<file path="config.mk">
export PLATFORM = sky130hd
export DESIGN_NAME = txcache_top
export DESIGN_NICKNAME = d
export VERILOG_FILES = /design/src/rtl/txc_pkg.sv /design/src/rtl/txc_match.sv /design/src/rtl/txc_victim.sv /design/src/rtl/txcache_top.sv
export SDC_FILE = /design/constraint.sdc
export NUM_CORES = 1
export LEC_CHECK = 0
export ABC_CLOCK_PERIOD_IN_PS = 5000
export BUFFER_PORTS_ARGS = -buffer_cell sky130_fd_sc_hd__buf_2
export CAP_MARGIN = 10
export CORE_MARGIN = 4
export CORE_UTILIZATION = 30
export CTS_CLUSTER_DIAMETER = 100
export DETAILED_ROUTE_END_ITERATION = 7
export PLACE_DENSITY = 0.57
export SETUP_SLACK_MARGIN = 0.15
export SLEW_MARGIN = 30
export SYNTH_ARGS = -nofsm -noshare
export SYNTH_HDL_FRONTEND = slang
export SYNTH_SLANG_ARGS = --single-unit
</file>
<file path="constraint.sdc">
create_clock -name clk -period 5 [get_ports clk]
set_clock_uncertainty 0.05 [all_clocks]
set_input_delay 0.25 -clock clk [delete_from_list [all_inputs] [get_ports clk]]
set_output_delay 0.25 -clock clk [all_outputs]
set_load 0.05 [all_outputs]
</file>
<file path="src/rtl/txc_pkg.sv">
`timescale 1ns/1ps
package txc_pkg;

    typedef enum logic [1:0] {
        TAG_FREE  = 2'd0,
        TAG_CLEAN = 2'd1,
        TAG_OLD   = 2'd2,
        TAG_SPEC  = 2'd3
    } tag_e;

    typedef enum logic [1:0] {
        MS_I = 2'd0,
        MS_S = 2'd1,
        MS_E = 2'd2,
        MS_M = 2'd3
    } mesi_e;

    typedef enum logic [2:0] {
        OP_LD       = 3'd0,
        OP_LDX      = 3'd1,
        OP_ST       = 3'd2,
        OP_COMMIT   = 3'd3,
        OP_ABORT    = 3'd4,
        OP_VALIDATE = 3'd5
    } op_e;

    typedef enum logic {
        ST_IDLE = 1'b0,
        ST_BUS  = 1'b1
    } fsm_e;

    function automatic logic is_access(op_e op);
        return (op == OP_LD) || (op == OP_LDX) || (op == OP_ST);
    endfunction

    // state a freshly filled line takes, by requesting operation
    function automatic mesi_e fill_state(op_e op);
        return (op == OP_LD) ? MS_S : MS_E;
    endfunction

endpackage

</file>
<file path="src/rtl/txc_match.sv">
`timescale 1ns/1ps
module txc_match
    import txc_pkg::*;
#(
    parameter  int ENTRIES = 4,
    parameter  int AW      = 16,
    localparam int IW      = $clog2(ENTRIES)
) (
    input  tag_e [ENTRIES-1:0]          tags,
    input  logic [ENTRIES-1:0][AW-1:0]  addrs,
    input  logic [AW-1:0]               key,
    output logic                        spec_hit,
    output logic [IW-1:0]               spec_idx,
    output logic                        clean_hit,
    output logic [IW-1:0]               clean_idx
);
    always_comb begin
        spec_hit  = 1'b0;
        spec_idx  = '0;
        clean_hit = 1'b0;
        clean_idx = '0;
        for (int i = 0; i < ENTRIES; i++) begin
            if (addrs[i] == key) begin
                if (tags[i] == TAG_SPEC && !spec_hit) begin
                    spec_hit = 1'b1;
                    spec_idx = IW'(i);
                end
                if (tags[i] == TAG_CLEAN && !clean_hit) begin
                    clean_hit = 1'b1;
                    clean_idx = IW'(i);
                end
            end
        end
    end
endmodule

</file>
<file path="src/rtl/txc_victim.sv">
`timescale 1ns/1ps
module txc_victim
    import txc_pkg::*;
#(
    parameter  int ENTRIES = 4,
    localparam int IW      = $clog2(ENTRIES)
) (
    input  tag_e [ENTRIES-1:0] tags,
    input  logic [ENTRIES-1:0] excl,
    input  logic [IW-1:0]      ptr,
    output logic               found0,
    output logic [IW-1:0]      slot0,
    output logic               evict0,
    output logic               found1,
    output logic [IW-1:0]      slot1,
    output logic               evict1
);
    logic [IW:0]   sum;
    logic [IW-1:0] j;

    always_comb begin
        found0 = 1'b0; slot0 = '0; evict0 = 1'b0;
        found1 = 1'b0; slot1 = '0; evict1 = 1'b0;
        sum = '0;
        j   = '0;
        // pass one: free entries, lowest index first
        for (int i = 0; i < ENTRIES; i++) begin
            if (tags[i] == TAG_FREE && !excl[i]) begin
                if (!found0) begin
                    found0 = 1'b1; slot0 = IW'(i);
                end else if (!found1) begin
                    found1 = 1'b1; slot1 = IW'(i);
                end
            end
        end
        // pass two: clean entries, starting at the rotating pointer
        for (int k = 0; k < ENTRIES; k++) begin
            sum = {1'b0, ptr} + (IW+1)'(k);
            if (sum >= (IW+1)'(ENTRIES)) sum = sum - (IW+1)'(ENTRIES);
            j = sum[IW-1:0];
            if (tags[j] == TAG_CLEAN && !excl[j]) begin
                if (!found0) begin
                    found0 = 1'b1; slot0 = j; evict0 = 1'b1;
                end else if (!found1) begin
                    found1 = 1'b1; slot1 = j; evict1 = 1'b1;
                end
            end
        end
    end
endmodule

</file>
<file path="src/rtl/txcache_top.sv">
`timescale 1ns/1ps
module txcache_top
    import txc_pkg::*;
#(
    parameter int ENTRIES = 4,
    parameter int AW      = 16,
    parameter int DW      = 32
) (
    input  logic          clk,
    input  logic          rst,
    input  logic          req_valid,
    output logic          req_ready,
    input  logic [2:0]    req_op,
    input  logic [AW-1:0] req_addr,
    input  logic [DW-1:0] req_wdata,
    output logic          resp_valid,
    output logic          resp_ok,
    output logic [DW-1:0] resp_data,
    output logic          bus_req,
    output logic          bus_excl,
    output logic [AW-1:0] bus_addr,
    input  logic          bus_ack,
    input  logic          bus_busy,
    input  logic [DW-1:0] bus_rdata,
    input  logic          snoop_wr,
    input  logic [AW-1:0] snoop_addr,
    output logic          tx_active,
    output logic          tx_status
);
    localparam int IW = $clog2(ENTRIES);

    typedef struct packed {
        op_e           op;
        logic [AW-1:0] addr;
        logic [DW-1:0] wdata;
    } pend_t;

    tag_e  [ENTRIES-1:0]         tag_q;
    mesi_e [ENTRIES-1:0]         mesi_q;
    logic  [ENTRIES-1:0][AW-1:0] addr_q;
    logic  [ENTRIES-1:0][DW-1:0] data_q;
    logic  [IW-1:0]              ptr_q;
    fsm_e                        state_q;
    pend_t                       pend_q;

    op_e           op_in;
    logic [AW-1:0] key;
    logic          spec_hit, clean_hit;
    logic [IW-1:0] spec_idx, clean_idx;
    logic [ENTRIES-1:0] excl;
    logic          found0, found1, evict0, evict1;
    logic [IW-1:0] slot0, slot1;
    logic [ENTRIES-1:0] spec_mask, old_mask;
    logic          snoop_hit;
    logic [IW-1:0] ptr_next;

    assign op_in     = op_e'(req_op);
    assign key       = (state_q == ST_BUS) ? pend_q.addr : req_addr;
    assign req_ready = (state_q == ST_IDLE);
    assign bus_req   = (state_q == ST_BUS);
    assign bus_excl  = (pend_q.op != OP_LD);
    assign bus_addr  = pend_q.addr;
    assign ptr_next  = (ptr_q == IW'(ENTRIES-1)) ? '0 : ptr_q + IW'(1);

    txc_match #(.ENTRIES(ENTRIES), .AW(AW)) u_match (
        .tags(tag_q), .addrs(addr_q), .key(key),
        .spec_hit(spec_hit), .spec_idx(spec_idx),
        .clean_hit(clean_hit), .clean_idx(clean_idx)
    );

    // the clean line being promoted may not also serve as its own old copy
    always_comb begin
        excl = '0;
        if (state_q == ST_IDLE && clean_hit) excl[clean_idx] = 1'b1;
    end

    txc_victim #(.ENTRIES(ENTRIES)) u_victim (
        .tags(tag_q), .excl(excl), .ptr(ptr_q),
        .found0(found0), .slot0(slot0), .evict0(evict0),
        .found1(found1), .slot1(slot1), .evict1(evict1)
    );

    always_comb begin
        snoop_hit = 1'b0;
        for (int i = 0; i < ENTRIES; i++) begin
            spec_mask[i] = (tag_q[i] == TAG_SPEC);
            old_mask[i]  = (tag_q[i] == TAG_OLD);
        end
        for (int i = 0; i < ENTRIES; i++) begin
            if (snoop_wr && (spec_mask[i] || old_mask[i]) && addr_q[i] == snoop_addr)
                snoop_hit = 1'b1;
        end
    end

    always_ff @(posedge clk) begin
        if (rst) begin
            for (int i = 0; i < ENTRIES; i++) begin
                tag_q[i]  <= TAG_FREE;
                mesi_q[i] <= MS_I;
                addr_q[i] <= '0;
                data_q[i] <= '0;
            end
            ptr_q      <= '0;
            state_q    <= ST_IDLE;
            pend_q     <= '0;
            tx_active  <= 1'b0;
            tx_status  <= 1'b1;
            resp_valid <= 1'b0;
            resp_ok    <= 1'b0;
            resp_data  <= '0;
        end else begin
            resp_valid <= 1'b0;
            case (state_q)
                ST_IDLE: if (req_valid) begin
                    pend_q     <= '{op: op_in, addr: req_addr, wdata: req_wdata};
                    resp_valid <= 1'b1;
                    resp_ok    <= 1'b0;
                    resp_data  <= '0;
                    if (is_access(op_in)) tx_active <= 1'b1;
                    unique case (op_in)
                        OP_LD, OP_LDX, OP_ST: begin
                            if (spec_hit) begin
                                resp_ok   <= 1'b1;
                                resp_data <= data_q[spec_idx];
                                if (op_in == OP_ST) begin
                                    data_q[spec_idx] <= req_wdata;
                                    mesi_q[spec_idx] <= MS_M;
                                    resp_data        <= req_wdata;
                                end
                            end else if (clean_hit) begin
                                if (found0) begin
                                    tag_q[clean_idx]  <= TAG_SPEC;
                                    tag_q[slot0]      <= TAG_OLD;
                                    addr_q[slot0]     <= req_addr;
                                    data_q[slot0]     <= data_q[clean_idx];
                                    mesi_q[slot0]     <= mesi_q[clean_idx];
                                    resp_ok           <= 1'b1;
                                    resp_data         <= data_q[clean_idx];
                                    if (op_in == OP_ST) begin
                                        data_q[clean_idx] <= req_wdata;
                                        mesi_q[clean_idx] <= MS_M;
                                        resp_data         <= req_wdata;
                                    end
                                    if (evict0) ptr_q <= ptr_next;
                                end else begin
                                    tx_status <= 1'b0;
                                end
                            end else if (found0 && found1) begin
                                state_q    <= ST_BUS;
                                resp_valid <= 1'b0;
                            end else begin
                                tx_status <= 1'b0;
                            end
                        end
                        OP_COMMIT, OP_ABORT: begin
                            for (int i = 0; i < ENTRIES; i++) begin
                                if (tag_q[i] == ((op_in == OP_COMMIT) ? TAG_OLD : TAG_SPEC))
                                    tag_q[i] <= TAG_FREE;
                                else if (tag_q[i] == ((op_in == OP_COMMIT) ? TAG_SPEC : TAG_OLD))
                                    tag_q[i] <= TAG_CLEAN;
                            end
                            tx_status <= 1'b1;
                            tx_active <= 1'b0;
                            resp_ok   <= 1'b1;
                        end
                        OP_VALIDATE: begin
                            resp_ok <= tx_status;
                            if (!tx_status) begin
                                tx_status <= 1'b1;
                                tx_active <= 1'b0;
                            end
                        end
                        default: resp_ok <= 1'b0;
                    endcase
                end
                ST_BUS: if (bus_ack) begin
                    state_q    <= ST_IDLE;
                    resp_valid <= 1'b1;
                    resp_ok    <= !bus_busy;
                    resp_data  <= '0;
                    if (bus_busy) begin
                        tx_status <= 1'b0;
                    end else begin
                        tag_q[slot0]  <= TAG_SPEC;
                        addr_q[slot0] <= pend_q.addr;
                        data_q[slot0] <= (pend_q.op == OP_ST) ? pend_q.wdata : bus_rdata;
                        mesi_q[slot0] <= (pend_q.op == OP_ST) ? MS_M : fill_state(pend_q.op);
                        tag_q[slot1]  <= TAG_OLD;
                        addr_q[slot1] <= pend_q.addr;
                        data_q[slot1] <= bus_rdata;
                        mesi_q[slot1] <= fill_state(pend_q.op);
                        resp_data     <= (pend_q.op == OP_ST) ? pend_q.wdata : bus_rdata;
                        if (evict0 || evict1) ptr_q <= ptr_next;
                    end
                end
                default: state_q <= ST_IDLE;
            endcase
            if (snoop_hit) tx_status <= 1'b0;
        end
    end
endmodule

</file>
==> results, run 1 <==
- Summing the areas of all compound-gate instances in the mapped netlist gives between 30% and 40% of the synthesized area.
- The floorplan die area is around 77000 um2.
- The worst reg2reg path depth is 24.
- The number of I/O port buffers is 159.
- The number of buffers between clock root and the deepest sink is 3.
- The routed via count divided by cell count is 6.30.
- Once layout is complete, the utilization of the core stands at between 40 and 50%.
- The die is 278 um tall.
- After detailed placement, the total cell area comes to 25900 um2.
- In this run the mean area of a mapped cell was 7.51 um2.
- The final route contains roughly 27000 vias.
- The post-route worst hold slack is between 0.02 and 0.025 ns.
- The max-slew violation count is 0.
- Setup violations remaining at the end of the flow were counted as around 160.
- The portion of the post-synthesis area used by sequential elements is between 20% and 30%.
- Counting flops with an async set or reset pin after synthesis yields a share of 0%.
- Dividing total power by cell area gives a power density of around 250 nW/um2.
- The net switching share of the total power is between 30% and 40%.
- From synthesis to final layout, the design area changed by 36.3%.
- For the worst setup path, the data arrival time is 5.56 ns.
- The number of fill cells in the layout is just over 7000.
- Per report_power, the clock group accounts for between 30% and 40% of the total.
- The combined area of the multi-input logic cells is approximately 15000 um2.
- The checks that failed: setup timing.
- The core area is 71900 um2.
- Combinational logic is responsible for 28.2% of the overall power.
- For the pin with the worst max-slew slack, the measured transition is 1.10 ns.
- For this configuration, the core starts out at a cell density of 30.4%.
- In this run the power spent charging and discharging nets is roughly 2.5 mW.
- The fraction of the cycle the final worst path needs is 103%.
- Ranked by instance count, the synthesized netlist is headed by sky130_fd_sc_hd__nand2_1 (466), sky130_fd_sc_hd__a21oi_1 (404), sky130_fd_sc_hd__dfxtp_1 (290).
- In the post-route analysis, the smallest setup slack over all paths is -0.168 ns.
- Across the run, the number of max-cap violations was 0.
- The endpoint of the worst-slack reg-to-reg timing path is data_q[25].
- After legalization and detailed placement, the total HPWL measured 70000 um.
- The violation count after the first detailed-route iteration is roughly 3500.
- Sequential cells burn 33.6% of the power.
- The root buffer selected by CTS is sky130_fd_sc_hd__clkbuf_16.
- The smallest clock period supported by the final layout is computed as 5.17 ns.
- The number of different library cells used by synthesis comes to roughly 100.
- In this run the count of I/O pins placed on the die edge is 160.
- sky130_fd_sc_hd__dfxtp_1 takes more of the synthesized area than any other cell.
- The fraction of final layout cells sized beyond drive strength 1 is between 20 and 30%.
- VDD sags by at most approximately 0.21 mV.
- The synthesized netlist devotes 17.2% of its cell area to simple gates.
- In this run, synthesis inferred 0 flip-flops with an integrated enable.
- The class of the most critical hold timing path is in2reg.
- Before antenna repair, the detailed router went through 6 iterations.
- Summed over all cells, the static leakage comes to 10.1 nW.
- Setup repair after global routing could not meet its margin everywhere.
- The critical path launch point type is a flip-flop.
- The cell with the most instances after synthesis is sky130_fd_sc_hd__nand2_1.
- The worst setup path is captured at a flip-flop.
- The run finished, with violations left.
- The final hold violation count was 0.
- Cell internal power was estimated by the tool at about 4.8 mW.
- The post-route standard cell area excluding fillers is 29700 um2.
- In this run the number of H-tree levels came out at 2.
- After detailed routing, the number of remaining DRC violations is 0.
- After clock tree synthesis, the clock-pin slew on the worst setup and hold paths is ~0.06 ns.
- The placed cell count is approximately 4000.
- The adder-cell share of the synthesized area is 0.344%.
- The number of cells on the worst hold path is 3.
- Global routing finished with a remaining overflow of 0.
- The final cell count without fillers is ~4200.
- Yosys printed 0 warnings.
- The count of nets left with antenna violations once routing finished came out at 0.
- The setup slack of the worst register-to-register path is -0.17 ns.
- The worst hold path terminates at data_q[123].
- The worst pin sits at a relative slew slack of a little over a quarter.
- Summing the areas of all xor and xnor instances in the mapped netlist gives a little over 5% of the synthesized area.
- The worst register-to-register path begins at bus_req.
- The setup slack after placement is -0.216 ns.
- Ranked by total cell area, the synthesized netlist is headed by sky130_fd_sc_hd__dfxtp_1 (27%), sky130_fd_sc_hd__a21oi_1 (9.3%), sky130_fd_sc_hd__nand2_1 (8.0%).
- The first-pass GRT wire length is 164000 um.
- The net count of the mapped netlist is 3017.
- The register area is a little under 6000 um2.
- Data on the critical path is required at its endpoint by 5.39 ns.
- The tree built by TritonCTS fans out to 290 sinks.
- The routed design has approximately 110000 um of wire.
- Synthesis inferred 290 register bits.
- The multiplexer fraction of the synthesized cell area is under 10%.
- By area, the combinational part of the netlist is dominated by compound AO/OA/AOI/OAI gates.
- Entering global routing, the biggest net connects 132 pins.
- After technology mapping, the gate count stands at about 2900.
- The area share of the largest cell type after synthesis is between 20% and 30%.
- The highest fanout seen on the critical path is 9.
- The horizontal die dimension is about 280 um.
- The number of global-route vias before repair came to approximately 25000.
- The start point of the worst hold path is bus_rdata[27].
- The critical setup path kind is reg2reg.
- In the final design database the tool counted about 3400 nets.
- The overall routing resource usage is a little over a quarter.
- The worst-skew pair later-pin latency is just under 0.6 ns.
- The most used flip-flop cell after synthesis is sky130_fd_sc_hd__dfxtp_1.
- The placer's final routability congestion estimate is between 0.9 and 1.
- The CTS tree is built.
- Clock tree synthesis inserted a total of 37 buffers.
- The initial antenna violation count is 5.
- The average detailed-routed wire length per instance is ~26 um.
- For this run, the top clock speed supported by timing is just under 200 MHz.
- The cell row count is 98.
- In this run the cell area of the synthesized design comes to between 20000 and 25000 um2.
[registers in the layout (all words and copies together), names as in the netlist]
signal	cells
resp_valid	1
addr_q	64
tx_active	1
bus_addr	16
tag_q	8
ptr_q	2
data_q	128
pend_q	35
resp_ok	1
bus_req	1
resp_data	32
tx_status	1
[power groups by stage]
| stage | combinational [mW] | clock, mW | sequential, mW |
|---|---|---|---|
| 2_1_floorplan | 0.868 | 0 | 2.56 |
| 3_3_place_gp | 1.72 | 0 | 2.50 |
| 3_5_place_dp | 1.73 | 0 | 2.50 |
| 4_1_cts | 1.96 | 2.84 | 2.45 |
| 5_1_grt | 2.14 | 2.90 | 2.47 |
| 6_report | 2.07 | 2.80 | 2.46 |
[timing repair]
| item | 4_1_cts | 5_1_grt |
|---|---|---|
| endpoints found under the hold margin | 66 | 0 |
| pin swaps | 63 | 24 |
| buffers inserted | 46 | 22 |
| cloned | 19 | 3 |
| resized for setup | 122 | 60 |
| endpoints found under the setup margin | 199 | 221 |
| hold buffers | 59 | 0 |
[per-layer routing]
layer  up-vias  global-route usage (%)  part of all wire [%]
met2      1885                    40.9                    43
met4         2                    14.7                   6.2
met1     12457                    35.8                    40
li1      11774                       -                     -
met3       511                    5.48                    11
met5         -                       0                 0.012
[through the flow]
step	setup TNS, ns	total power, mW
2_1_floorplan	0	3.43
3_3_place_gp	-1.72	4.23
3_5_place_dp	-12.54	4.23
4_1_cts	-0.261	7.25
5_1_grt	-49.15	7.50
6_report	-10.08	7.33
[cell usage in the layout (no fill, tap or decap), types with 33 or more instances in the layout]
| master | synthesis | routed |
|---|---|---|
| sky130_fd_sc_hd__buf_2 | 43 | 159 |
| sky130_fd_sc_hd__a211oi_1 | 133 | 128 |
| sky130_fd_sc_hd__a311oi_1 | 148 | 119 |
| sky130_fd_sc_hd__nand3_1 | 60 | 58 |
| sky130_fd_sc_hd__nor2_1 | 165 | 156 |
| sky130_fd_sc_hd__clkbuf_16 | 0 | 41 |
| sky130_fd_sc_hd__o21ai_0 | 74 | 73 |
| sky130_fd_sc_hd__buf_4 | 20 | 275 |
| sky130_fd_sc_hd__o22ai_1 | 69 | 68 |
| sky130_fd_sc_hd__a21oi_1 | 404 | 390 |
| sky130_fd_sc_hd__nand2_1 | 466 | 459 |
| sky130_fd_sc_hd__buf_12 | 1 | 69 |
| sky130_fd_sc_hd__a311oi_2 | 14 | 42 |
| sky130_fd_sc_hd__dlygate4sd3_1 | 0 | 59 |
| sky130_fd_sc_hd__a22oi_1 | 34 | 33 |
| sky130_fd_sc_hd__dfxtp_1 | 290 | 289 |
| sky130_fd_sc_hd__mux2i_1 | 62 | 61 |
| sky130_fd_sc_hd__xnor2_1 | 124 | 121 |
| sky130_fd_sc_hd__o2bb2ai_1 | 34 | 33 |
| sky130_fd_sc_hd__a221oi_1 | 110 | 95 |
| sky130_fd_sc_hd__nor3_1 | 43 | 41 |
[kinds of logic (layout without fill, tap and decap cells)]
family          Yosys count  count (layout)
flops                   290             290
other cells               0               4
xor+xnor                129             129
compound gates         1168            1168
buf+inv                 346             715
fa+ha+maj                 6               6
simple gates            860             860
mux                     107             107
[worst max-delay path by stage]
stage	slack, ns	start	to
global route	-0.36	bus_req	data_q[25]
CTS	-0.02	bus_req	data_q[57]
finish	-0.17	bus_req	data_q[25]
floorplan	0.15	bus_req	data_q[86]
detailed placement	-0.22	bus_req	tag_q[7]
global placement	-0.19	bus_req	tag_q[7]
[area by class of cell]
type / count / share of cell area (%)
Clock inverter: 12 / 0.513
Clock buffer: 48 / 3.60
Antenna cell: 4 / 0.0337
Sequential cell: 290 / 19.5
Multi-Input combinational cell: 2270 / 51.8
Tap cell: 950 / 4.00
Inverter: 29 / 0.366
Timing Repair Buffer: 626 / 20.1
[critical path, cell delays in order, from the launching register on]
cell and delay, ns:
sky130_fd_sc_hd__dfxtp_4 0.39, sky130_fd_sc_hd__buf_12 0.14, sky130_fd_sc_hd__mux2i_4 0.31, sky130_fd_sc_hd__buf_4 0.18, sky130_fd_sc_hd__buf_4 0.10, sky130_fd_sc_hd__xnor2_1 0.11, sky130_fd_sc_hd__nor4_1 0.07, sky130_fd_sc_hd__buf_4 0.14
sky130_fd_sc_hd__and4_4 0.19, sky130_fd_sc_hd__buf_6 0.12, sky130_fd_sc_hd__a211o_1 0.28, sky130_fd_sc_hd__a2111o_1 0.46, sky130_fd_sc_hd__buf_6 0.17, sky130_fd_sc_hd__a2bb2oi_4 0.18, sky130_fd_sc_hd__xnor2_2 0.14, sky130_fd_sc_hd__buf_4 0.16
sky130_fd_sc_hd__o32ai_4 0.23, sky130_fd_sc_hd__nor3_4 0.09, sky130_fd_sc_hd__a221o_2 0.42, sky130_fd_sc_hd__buf_4 0.16, sky130_fd_sc_hd__a211oi_4 0.27, sky130_fd_sc_hd__buf_12 0.18, sky130_fd_sc_hd__buf_12 0.14, sky130_fd_sc_hd__nand2_1 0.05
sky130_fd_sc_hd__a311oi_1 0.27
Power figures use the tool's default switching activity.
==> run 2, diff against run 1 <==
--- a/config.mk
+++ b/config.mk
@@ -5,14 +5,14 @@
 export SDC_FILE = /design/constraint.sdc
 export NUM_CORES = 1
 export LEC_CHECK = 0
-export ABC_CLOCK_PERIOD_IN_PS = 5000
+export ABC_CLOCK_PERIOD_IN_PS = 5900
 export BUFFER_PORTS_ARGS = -buffer_cell sky130_fd_sc_hd__buf_2
 export CAP_MARGIN = 10
 export CORE_MARGIN = 4
 export CORE_UTILIZATION = 30
 export CTS_CLUSTER_DIAMETER = 100
 export DETAILED_ROUTE_END_ITERATION = 7
-export PLACE_DENSITY = 0.57
+export PLACE_DENSITY = 0.55
 export SETUP_SLACK_MARGIN = 0.15
 export SLEW_MARGIN = 30
 export SYNTH_ARGS = -nofsm -noshare
==> constraint.sdc (replaced) <==
create_clock -name clk -period 5.9 [get_ports clk]
set_clock_uncertainty 0.05 [all_clocks]
set_input_delay 0.295 -clock clk [delete_from_list [all_inputs] [get_ports clk]]
set_output_delay 0.295 -clock clk [all_outputs]
set_load 0.05 [all_outputs]
==> results, run 2 (synthesized netlist as in run 1, its figures left out) <==
- The maximum vdd drop was 0.212 mV (+0.65%).
- The final number of setup-violating endpoints was 0 (-100%).
- The die span in y came to 278 um (unchanged).
- The number of buffers between clock root and the deepest sink is 3 (unchanged).
- The internal power consumption is 3.87 mW (-20%).
- The total wirelength of the detailed-routed design came to 108000 um (-2.6%).
- The part of the total power dissipated in sequential elements was 35.4% (+1.8 points).
- The run finished with clean final reports.
- The highest-delay cell along the critical path is sky130_fd_sc_hd__or3_2.
- The core area is 71900 um2 (unchanged).
- The final cell count without fillers is 3995 (-5.5%).
- The relative contribution of combinational cells to total power is 23.8% (-4.4 points).
- The average detailed-routed wire length per instance is 27.0 um (+3.1%).
- The clock edge transition at the registers on the reported setup and hold paths came to 0.06 ns (about the same).
- The overall routing resource usage is 26.2% (-0.75 points).
- The highest-utilization routing layer at the global route stage is met2.
- TritonCTS built the clock tree.
- The fraction of the cycle the final worst path needs was 91.5% (-12 points).
- The total negative slack for setup checks is 0 ns (+10.08 ns).
- The number of fill cells in the layout is 7600 (+5.3%).
- The DRC violation count after routing is 0 (unchanged).
- In the layout the commonest cells are sky130_fd_sc_hd__nand2_1 (463), sky130_fd_sc_hd__a21oi_1 (399), sky130_fd_sc_hd__dfxtp_1 (289), sky130_fd_sc_hd__buf_4 (160), sky130_fd_sc_hd__buf_2 (158).
- The class of the most critical hold timing path is in2reg.
- The area after detailed placement was 24200 um2 (-6.4%).
- The signal on the critical path passes through buf_12, mux2i_4, buf_4, xnor2_1, nor4_1, buf_4, nand4_1, buf_4, o32a_1, o211ai_1, o22ai_1, buf_4, o31ai_2, nor2_4, buf_4, or3_2, buf_4, nand2_1, a21oi_1, a221oi_1, a311oi_2.
- The vias after detailed routing came to 25516 (-4.2%).
- The post-detailed-route count of antenna-violating nets is 0 (unchanged).
- The max-slew violation count is 0 (unchanged).
- The number of buffers inserted during clock tree synthesis came to 38 (+2.7%).
- The final hold violation count is 0 (unchanged).
- The clock share of power is 40.8% (+2.6 points).
- The power density normalized to cell area was 226 nW/um2 (-8.2%).
- The category of cells accounting for the largest share of critical-path delay is buffers and inverters.
- The shortest clock period the worst path allows after layout is 5.40 ns (+0.230 ns).
- The normalized max-slew margin is 32.5% (+6.1 points).
- The largest registers in the layout are data_q: 128 flops, addr_q: 64 flops, pend_q: 35 flops.
- The number of flip-flops under the largest register name is 128 (unchanged).
- The worst-skew pair later-pin latency is 0.57 ns (about the same).
- The count of H-tree levels built during CTS is 2 (unchanged).
- The arrival time reported for the critical path endpoint is 5.76 ns (+0.20 ns).
- The total congestion overflow is 0 (unchanged).
- The number of I/O port buffers is 159 (unchanged).
- The highest fanout seen on the critical path is 25 (+16).
- The count of max-cap constraint violations came to 0 (unchanged).
- The maximum frequency from static timing analysis was 185 MHz (-4.3%).
- The fraction of final layout cells sized beyond drive strength 1 is 18.2% (-7.8 points).
- The number of top-level design ports is 160 (unchanged).
- The critical path buffer and inverter count is 7 (-3).
- The final net count was 3122 (-7.2%).
- More flip-flops sit in one register than any other, and that register is data_q.
- The floorplan die area is 77100 um2 (unchanged).
- The placer's final routability congestion estimate is 0.920 (-1.1%).
- The violation count after the first detailed-route iteration was 3460 (-2.3%).
- Compared with the post-synthesis result, the final layout area differs by 19.6%.
- The met3 layer usage reported by global route is 6.01% (+0.53 points).
- The commonest non-fill, non-tap cell in the layout is sky130_fd_sc_hd__nand2_1.
- The critical setup path kind is reg2reg.
- Setup repair after global routing left no endpoint under its margin.
- The placed wire-length estimate after detailed placement is 68100 um (-2.7%).
- The switching component of the power is 2.03 mW (-18%).
- The worst-margin pin slew came to 1.01 ns (-0.0940 ns).
- The tree is rooted in a sky130_fd_sc_hd__clkbuf_16.
- The most used cell along the critical path is sky130_fd_sc_hd__buf_4.
- The CTS sink count is 290 (unchanged).
- The cell leakage power is 8.37 nW (-17%).
- The initial antenna violation count came to 4 (-1).
- The routed via count divided by cell count was 6.39 (+1.4%).
- The met1 demand-to-capacity share in global routing is 35.2% (-0.65 points).
- The critical path launch point type is a flip-flop.
- The highest cell delay on the worst timing path is 0.57 ns (+0.11 ns).
- The first-pass GRT wire length is 158000 um (-3.2%).
- The net switching share of the total power is 34.4% (+0.53 points).
- The effective utilization at floorplan is 30.4% (unchanged).
- The cell row count is 98 (unchanged).
- The pin count of the biggest net entering global routing is 141 (+6.8%).
- The worst endpoint required time came to 6.26 ns (+0.87 ns).
- The horizontal die dimension is 278 um (unchanged).
- The number of global-route vias before repair is 23784 (-6.1%).
- The global-route met2 utilization is 40.0% (-0.92 points).
- The post-route standard cell area excluding fillers came to 26100 um2 (-12%).
- STA classifies the critical path endpoint as a flip-flop.
- The number of detailed-route iterations in the first pass is 6 (unchanged).
- The placed cell count is 3866 (-3.7%).
## run 2: cell types whose count changed in the layout (fill, tap and decap cells not counted), moves of 6 or more
cell,previous run,this run
sky130_fd_sc_hd__buf_4,275,160
sky130_fd_sc_hd__buf_12,69,19
sky130_fd_sc_hd__clkbuf_8,6,17
sky130_fd_sc_hd__buf_8,9,1
sky130_fd_sc_hd__a311oi_2,42,14
sky130_fd_sc_hd__dlygate4sd3_1,59,40
sky130_fd_sc_hd__buf_6,32,3
sky130_fd_sc_hd__buf_16,15,1
sky130_fd_sc_hd__a21oi_2,11,2
sky130_fd_sc_hd__a311oi_1,119,148
sky130_fd_sc_hd__bufbuf_16,6,0
sky130_fd_sc_hd__a21oi_1,390,399
sky130_fd_sc_hd__a221oi_2,15,0
sky130_fd_sc_hd__a221oi_1,95,110
## run 2: through the flow
stage                     hold slack, ns  worst slack, ns  power (mW)  util, %
after CTS                       0.000261            0.243        5.86     36.1
final                             0.0149            0.502        5.91     36.3
after global routing              0.0162            0.223        6.05     36.3
after floorplan                    0.381            0.768        2.90        -
after global placement             0.389            0.251        3.45     33.7
after detailed placement           0.393            0.171        3.45     33.7
## run 2: tightest hold or removal path, delay by kind of cell
kind | cells | cell delay, ns
AOI/OAI and AO/OA | 1 | 0.05
buffers and inverters | 1 | 0.14
and+or+nand+nor | 1 | 0.06
## run 2: repair_timing
item / in CTS / in global routing
hold buffers: 40 / 0
resized for setup: 0 / 19
endpoints found under the setup margin: 8 / 196
endpoints found under the hold margin: 42 / 0
pin swaps: 2 / 2
setup buffers: 5 / 10
## run 2: per-layer routing
| layer | vias up | share of wire [%] |
|---|---|---|
| met5 | - | 0 |
| met4 | 0 | 5.0 |
| met3 | 400 | 11 |
| met2 | 1752 | 43 |
| met1 | 12099 | 40 |
| li1 | 11265 | - |
## run 2: area by class of cell
| class | count | area, um2 | area share, % |
|---|---|---|---|
| clock buffer | 64 | 1240 | 4.75 |
| tap | 950 | 1190 | 4.55 |
| timing repair buffer | 382 | 2850 | 10.9 |
| multi-input combinational | 2270 | 14900 | 56.9 |
| clock inverter | 5 | 32.5 | 0.125 |
| inverter | 29 | 109 | 0.417 |
| sequential | 290 | 5810 | 22.3 |
| antenna | 5 | 12.5 | 0.0479 |
## run 2: path summary, 6_finish.rpt
path | from | end | slack [ns] | depth (start not counted)
setup / recovery | bus_req | data_q[14] | 0.50 | 21
hold / removal | req_wdata[29] | pend_q[29] | 0.01 | 3
setup reg to reg | bus_req | data_q[14] | 0.50 | 21
hold reg to reg | pend_q[21] | pend_q[21] | 0.40 | 2
## run 2: power groups by stage
stage	sequential (mW)	clock, mW	combinational, mW
after floorplan	2.17	0	0.734
after global placement	2.13	0	1.31
after detailed placement	2.13	0	1.32
after CTS	2.09	2.43	1.35
after global routing	2.10	2.49	1.46
final	2.09	2.41	1.41
